===== src/rtl/dma_evt_agg.sv =====
module dma_evt_agg #(
  parameter int NCH  = 4,
  parameter int LANE = 8,
  localparam int EVW = 6,
  localparam int CW  = $clog2(NCH),
  localparam int GW  = NCH * LANE
) (
  input  logic              clk,
  input  logic              rst_n,
  input  logic [NCH-1:0]    ev_xfer_err,
  input  logic [NCH-1:0]    ev_prog_err,
  input  logic [NCH-1:0]    ev_seg_end,
  input  logic [NCH-1:0]    ev_list_end,
  input  logic [NCH-1:0]    ev_chain_end,
  input  logic [NCH-1:0]    cnt_zero,
  input  logic [NCH-1:0]    busy_in,
  input  logic [NCH-1:0]    halt_in,
  input  logic [EVW*NCH-1:0] ien,
  input  logic              wr_en,
  input  logic [CW-1:0]     wr_ch,
  input  logic [LANE-1:0]   wr_data,
  input  logic [CW-1:0]     rd_ch,
  output logic [LANE-1:0]   rd_data,
  output logic [NCH-1:0]    chan_irq,
  output logic              glob_irq,
  output logic [NCH-1:0]    chan_idle,
  output logic [GW-1:0]     glob_stat,
  output logic [CW-1:0]     irq_chan,
  output logic              irq_any
);

  logic [LANE-1:0] lane_q [NCH];

  for (genvar c = 0; c < NCH; c++) begin : g_ch
    logic [EVW-1:0] sticky_q, set_v, clr_v, pend;

    assign set_v = {ev_prog_err[c] & cnt_zero[c], ev_chain_end[c], ev_list_end[c],
                    ev_seg_end[c], ev_prog_err[c] & ~cnt_zero[c], ev_xfer_err[c]};
    assign clr_v = (wr_en && wr_ch == CW'(c)) ? wr_data[EVW-1:0] : '0;

    always_ff @(posedge clk or negedge rst_n)
      if (!rst_n) sticky_q <= '0;
      else        sticky_q <= (sticky_q & ~clr_v) | set_v;

    assign pend         = sticky_q & ien[c*EVW +: EVW];
    assign chan_irq[c]  = |pend;
    assign chan_idle[c] = ~busy_in[c] | halt_in[c];
    assign lane_q[c]    = {busy_in[c], halt_in[c], sticky_q};
    assign glob_stat[GW-1-c*LANE -: LANE] = {{(LANE-EVW){1'b0}}, pend};
  end

  assign rd_data  = lane_q[rd_ch];
  assign glob_irq = |chan_irq;
  assign irq_any  = |chan_irq;

  always_comb begin
    irq_chan = '0;
    for (int c = 0; c < NCH; c++)
      if (chan_irq[c]) irq_chan = CW'(c);
  end

endmodule



===== config.mk =====
export PLATFORM = sky130hd
export DESIGN_NAME = dma_evt_agg
export DESIGN_NICKNAME = d
export VERILOG_FILES = /design/src/rtl/dma_evt_agg.sv
export SDC_FILE = /design/constraint.sdc
export NUM_CORES = 1
export LEC_CHECK = 0
export BUFFER_PORTS_ARGS = -buffer_cell sky130_fd_sc_hd__buf_4
export CAP_MARGIN = 40
export CORE_UTILIZATION = 30
export CTS_CLUSTER_DIAMETER = 60
export DETAILED_ROUTE_END_ITERATION = 8
export HOLD_SLACK_MARGIN = 0.12
export PLACE_DENSITY_LB_ADDON = 0.25
export SYNTH_ARGS = -nofsm -noshare
export SYNTH_HDL_FRONTEND = slang
export SYNTH_SLANG_ARGS = --single-unit

===== constraint.sdc =====
create_clock -name clk -period 1.9 [get_ports clk]
set_input_delay 0.285 -clock clk [delete_from_list [all_inputs] [get_ports clk]]
set_output_delay 0.285 -clock clk [all_outputs]
set_load 0.05 [all_outputs]

# ---- After elaboration in Yosys (flattened, before gate mapping)
# Cells that the tools add are included.
# Widths: inputs -> output; s select.
dict set report classes {
  magnitude_cmp 1
  eq_ne 3
  n_mux 10
  n_bitwise 37
  reduce_logical 10
}
# operator n
set ops {}
lappend ops {{$and 6x6->6} 8}
lappend ops {{$mux 6} 4}
lappend ops {{$not 6->6} 4}
lappend ops {{$or 6x6->6} 4}
lappend ops {{$reduce_or 24->1} 1}
lappend ops {{$reduce_or 6->1} 4}
lappend ops {{$bmux 8 s2} 1}
lappend ops {{$mux 8} 2}
lappend ops {{$and 1x1->1} 8}
lappend ops {{$not 1->1} 8}
lappend ops {{$eq 2x2->1 const B} 2}
lappend ops {{$logic_and 1x1->1} 4}
lappend ops {{$mux 2} 2}
lappend ops {{$or 1x1->1} 4}
lappend ops {{$ge 3x3->1 const B} 1}
lappend ops {{$not 2->3} 1}
lappend ops {{$eq 2x1->1 const B} 1}
lappend ops {{$logic_not 2->1} 1}
lappend ops {{$mux 1} 1}
dict set report word_totals {
  regBits 24
  out_inout_bits 52
  wordCells 65
}

# ---- Longest topological paths before layout
dict set report logic_depth {
  ltp_word 6
  ltp_mapped 4
  mapped_depth_nobuf 4
}

# ---- Worst setup path before layout
# No wires, ideal clock.
dict set report synth_timing {
  kind {register to output}
  from {register g_ch[1].sticky_q[0]}
  to {output port irq_any}
  arrival_ns 2.045
  setup_slack_ns -0.430
  stages_incl_launch_ff 5
  path_buffers 1
  cell_sequence {dfrtp_1 > and2_1 > nor4_4 > nand4_1 > buf_4}
}
dict set report synth_via {
  elab_chain_len 2
}
# element line
set synth_lines {}
lappend synth_lines {{start: declaration} 35} ;# logic [EVW-1:0] sticky_q, set_v, clr_v, pend;
lappend synth_lines {{start signal: assignment} 43} ;# else sticky_q <= (sticky_q & ~clr_v) | set_v;
lappend synth_lines {{$and 6x6->6} 45} ;# assign pend = sticky_q & ien[c*EVW +: EVW];
lappend synth_lines {{via glob_stat[16]} 27} ;# output logic [GW-1:0] glob_stat,
lappend synth_lines {{$reduce_or 24->1} n/a}
lappend synth_lines {{end: declaration} 29} ;# output logic irq_any
# The timed path passes the listed nets, and every way through them passes these cells.

# ---- Worst setup path in the final report
dict set report layout_timing {
  from {register g_ch[3].sticky_q[3]}
  to {output port glob_irq}
}
dict set report layout_via {
  elab_chain_len 2
}
# element line
set layout_lines {}
lappend layout_lines {{start: declaration} 35}
lappend layout_lines {{start signal: assignment} 43}
lappend layout_lines {{$and 6x6->6} 45}
lappend layout_lines {{$reduce_or 24->1} 53} ;# assign glob_irq = |chan_irq;
lappend layout_lines {{end: declaration} 25} ;# output logic glob_irq,
# No other way between the ends.

==> impl_metrics.toml <==
[outcome]
status = "finished, violations left"
violations = "setup timing"

[worst_setup_path]
crit_fanout = 3
worstSetupEndpointType = "primary output"
cp_slowest_cell = "dfrtp_1"
max_stage_delay_ns = 0.40
worstPathCellList = "a22o_1 > nor4_4 > nand4_1 > buf_4"
path_class = "flip-flop to primary output"
start_kind = "flip-flop"
cpLargestDelayFamily = "simple AND/OR/NAND/NOR gates"
worstPathArrival_ns = 1.73
crit_buf_inv = 1
cp.required_ns = 1.62

[global_route]
antenna_found_initial = 0
grt_max_degree = 25
grt_util_all_layers = 0.178
grt_pass1_vias = 1484
grt_pass1_wl_um = 7270
overflow = 0

[timing]
whs_ns = 0.183
setup_viol = 4
tns_ns = -0.273
fmax_mhz = 497
setup_ws_ns = -0.113
slew_viol_final = 0
rsz0062_at_grt = "yes"
min_period_over_period = 1.06
hold_violations = 0
timing.final.crit_period_ns = 2.01
clock_skew_ns = 0

[power_and_ir_drop]
power.leakage_nw = 1.16
p_per_area_mw_per_mm2 = 614
power_mw = 1.56
ir_worst_vdd_mv = 0.430

[detailed_routing]
dr.pass1.iters = 4
ant_nets = 0
drtIter0Drc = 53
vias_per_cell = 4.78
wire_per_inst_um = 14.6
vias = 1586
drc_errors = 0
wl_um = 4830

[placement]
dpl.hpwl_um = 4050
port_buffers = 112
gp_congestion = 0.750
place_area_mm2 = 0.00242

[cts]
clockBufferDepth = 2
root_buffer = "clkbuf_8"
htreeDepth = 1
numCtsBuffers = 3
clock_sinks = 24
clk_pin_slew_ns = 0.09
cts_tree = "done"
clk_latency_ns = 0.27

[layout]
layout-drive-gt1-share = 0.536
nFillCells = 481
multi_input_area_um2 = 887
area_growth_pct = 63.5
fin_area_mm2 = 0.00255
fin_nets = 337
largest_reg_flops = 24
regArea_um2 = 601
largest-register = "g_ch.sticky_q"
diodes = 0
reg_top3 = "g_ch.sticky_q: 24 flops"

[synthesis]
synth-seq-cells = 24
synth_cells = 152
synth-main-ff-cell = "dfrtp_1"
post-synth-top-count-cell = "nand2_1"
synth-seq-area-share = 0.385
post_synth_num_cell_types = 21
yosys-top-cells-area = "dfrtp_1 39%, mux4_2 12%, and2_1 8.8%"
synth_area_mm2 = 0.00156
yosys_warnings = 0
synth_common_cells = "25 x nand2_1, 24 x dfrtp_1, 22 x and2_1"
yosys.area.top_type = "dfrtp_1"
yosysTopAreaCellShare = 0.385
syn_area_per_cell_um2 = 10.3
synth_edf_count = 0
synth_async_sr_flop_share = 1.00

[worst_hold_path]
hold_path.class = "input port to flip-flop"

[die]
die_h_um = 74.1
num_rows = 25
dieArea_mm2 = 0.00549
coreArea_mm2 = 0.00485
start_util = 0.322
fp.dieW_um = 74.1
io_pins = 123

[run]
cap_violations = 0
path summary, 6_finish.rpt:
check                                                    from                       endpoint  slack (ns)  cells past startpoint
worst min register to register  g_ch[3].sticky_q[2]$_DFF_PN0_  g_ch[3].sticky_q[2]$_DFF_PN0_        0.52                      1
worst max-delay path            g_ch[3].sticky_q[3]$_DFF_PN0_                       glob_irq       -0.11                      4
max in group asynchronous                               rst_n  g_ch[0].sticky_q[0]$_DFF_PN0_        1.21                      2
worst min-delay path                          ev_chain_end[2]  g_ch[2].sticky_q[4]$_DFF_PN0_        0.18                      2
worst max register to register  g_ch[3].sticky_q[3]$_DFF_PN0_  g_ch[3].sticky_q[3]$_DFF_PN0_        0.95                      3
min in group asynchronous                               rst_n  g_ch[2].sticky_q[3]$_DFF_PN0_        0.45                      2
cell usage in the layout (no fill, tap or decap), types with 2 or more instances in the layout:
cell	count
nand2_1	24
a22oi_2	3
a21o_1	15
nand2b_1	4
a22o_1	12
clkbuf_8	4
and3_1	2
inv_1	7
buf_4	110
mux4_2	8
nor4_4	2
and2_4	4
conb_1	8
buf_6	5
and2_1	19
a22oi_1	3
dfrtp_1	24
and3b_1	2
through the flow:
step | cells | utilization | worst slack (ns)
floorplan | 159 | - | -0.214
global placement | 324 | 0.499 | 0.204
detailed placement | 324 | 0.499 | 0.174
CTS | 331 | 0.519 | -0.0899
global route | 332 | 0.526 | -0.149
finish | 332 | 0.526 | -0.113
power breakdown:
part / internal, mW / switching, mW / total (mW) / leakage, nW
registers: 0.538 / 0.0303 / 0.569 / 0.224
clock network: 0.185 / 0.174 / 0.360 / 0.0288
logic: 0.256 / 0.379 / 0.636 / 0.902
cell families (layout without fill, tap and decap cells):
family                 Yosys count  in the layout  share of synthesized area
and+or+nand+nor                 62             62                      0.237
AOI/OAI and AO/OA               35             35                      0.177
DFF                             24             24                      0.385
buffers and inverters           22            128                     0.0827
muxes                            8              8                      0.116
other                            1              8                    0.00241
routing by layer:
layer | global-route usage | vias up | routed length, um
met5 | 0 | - | 0
li1 | - | 743 | -
met1 | 0.236 | 761 | 1960
met3 | 0.0217 | 4 | 371
met4 | 0.0385 | 0 | 34
met2 | 0.312 | 78 | 2470
worst register-to-register path, cell delays in order, from the launching register on:
cell and delay, ns:
dfrtp_1 0.40, buf_4 0.14, buf_4 0.13, a21o_2 0.17
cell type report:
| class | instances | share of cell area |
|---|---|---|
| timing repair buffer | 116 | 0.350 |
| clock buffer | 4 | 0.0216 |
| multi-input combinational | 113 | 0.348 |
| sequential | 24 | 0.236 |
| tap | 67 | 0.0329 |
| inverter | 8 | 0.0118 |
repair_timing:
item | 4_1_cts | 5_1_grt
endpoints found under the setup margin | 3 | 5
resized for setup | 6 | 5
hold buffers | 1 | 0
endpoints found under the hold margin | 24 | 0
buffers inserted | 2 | 1
Power figures use the tool's default switching activity.
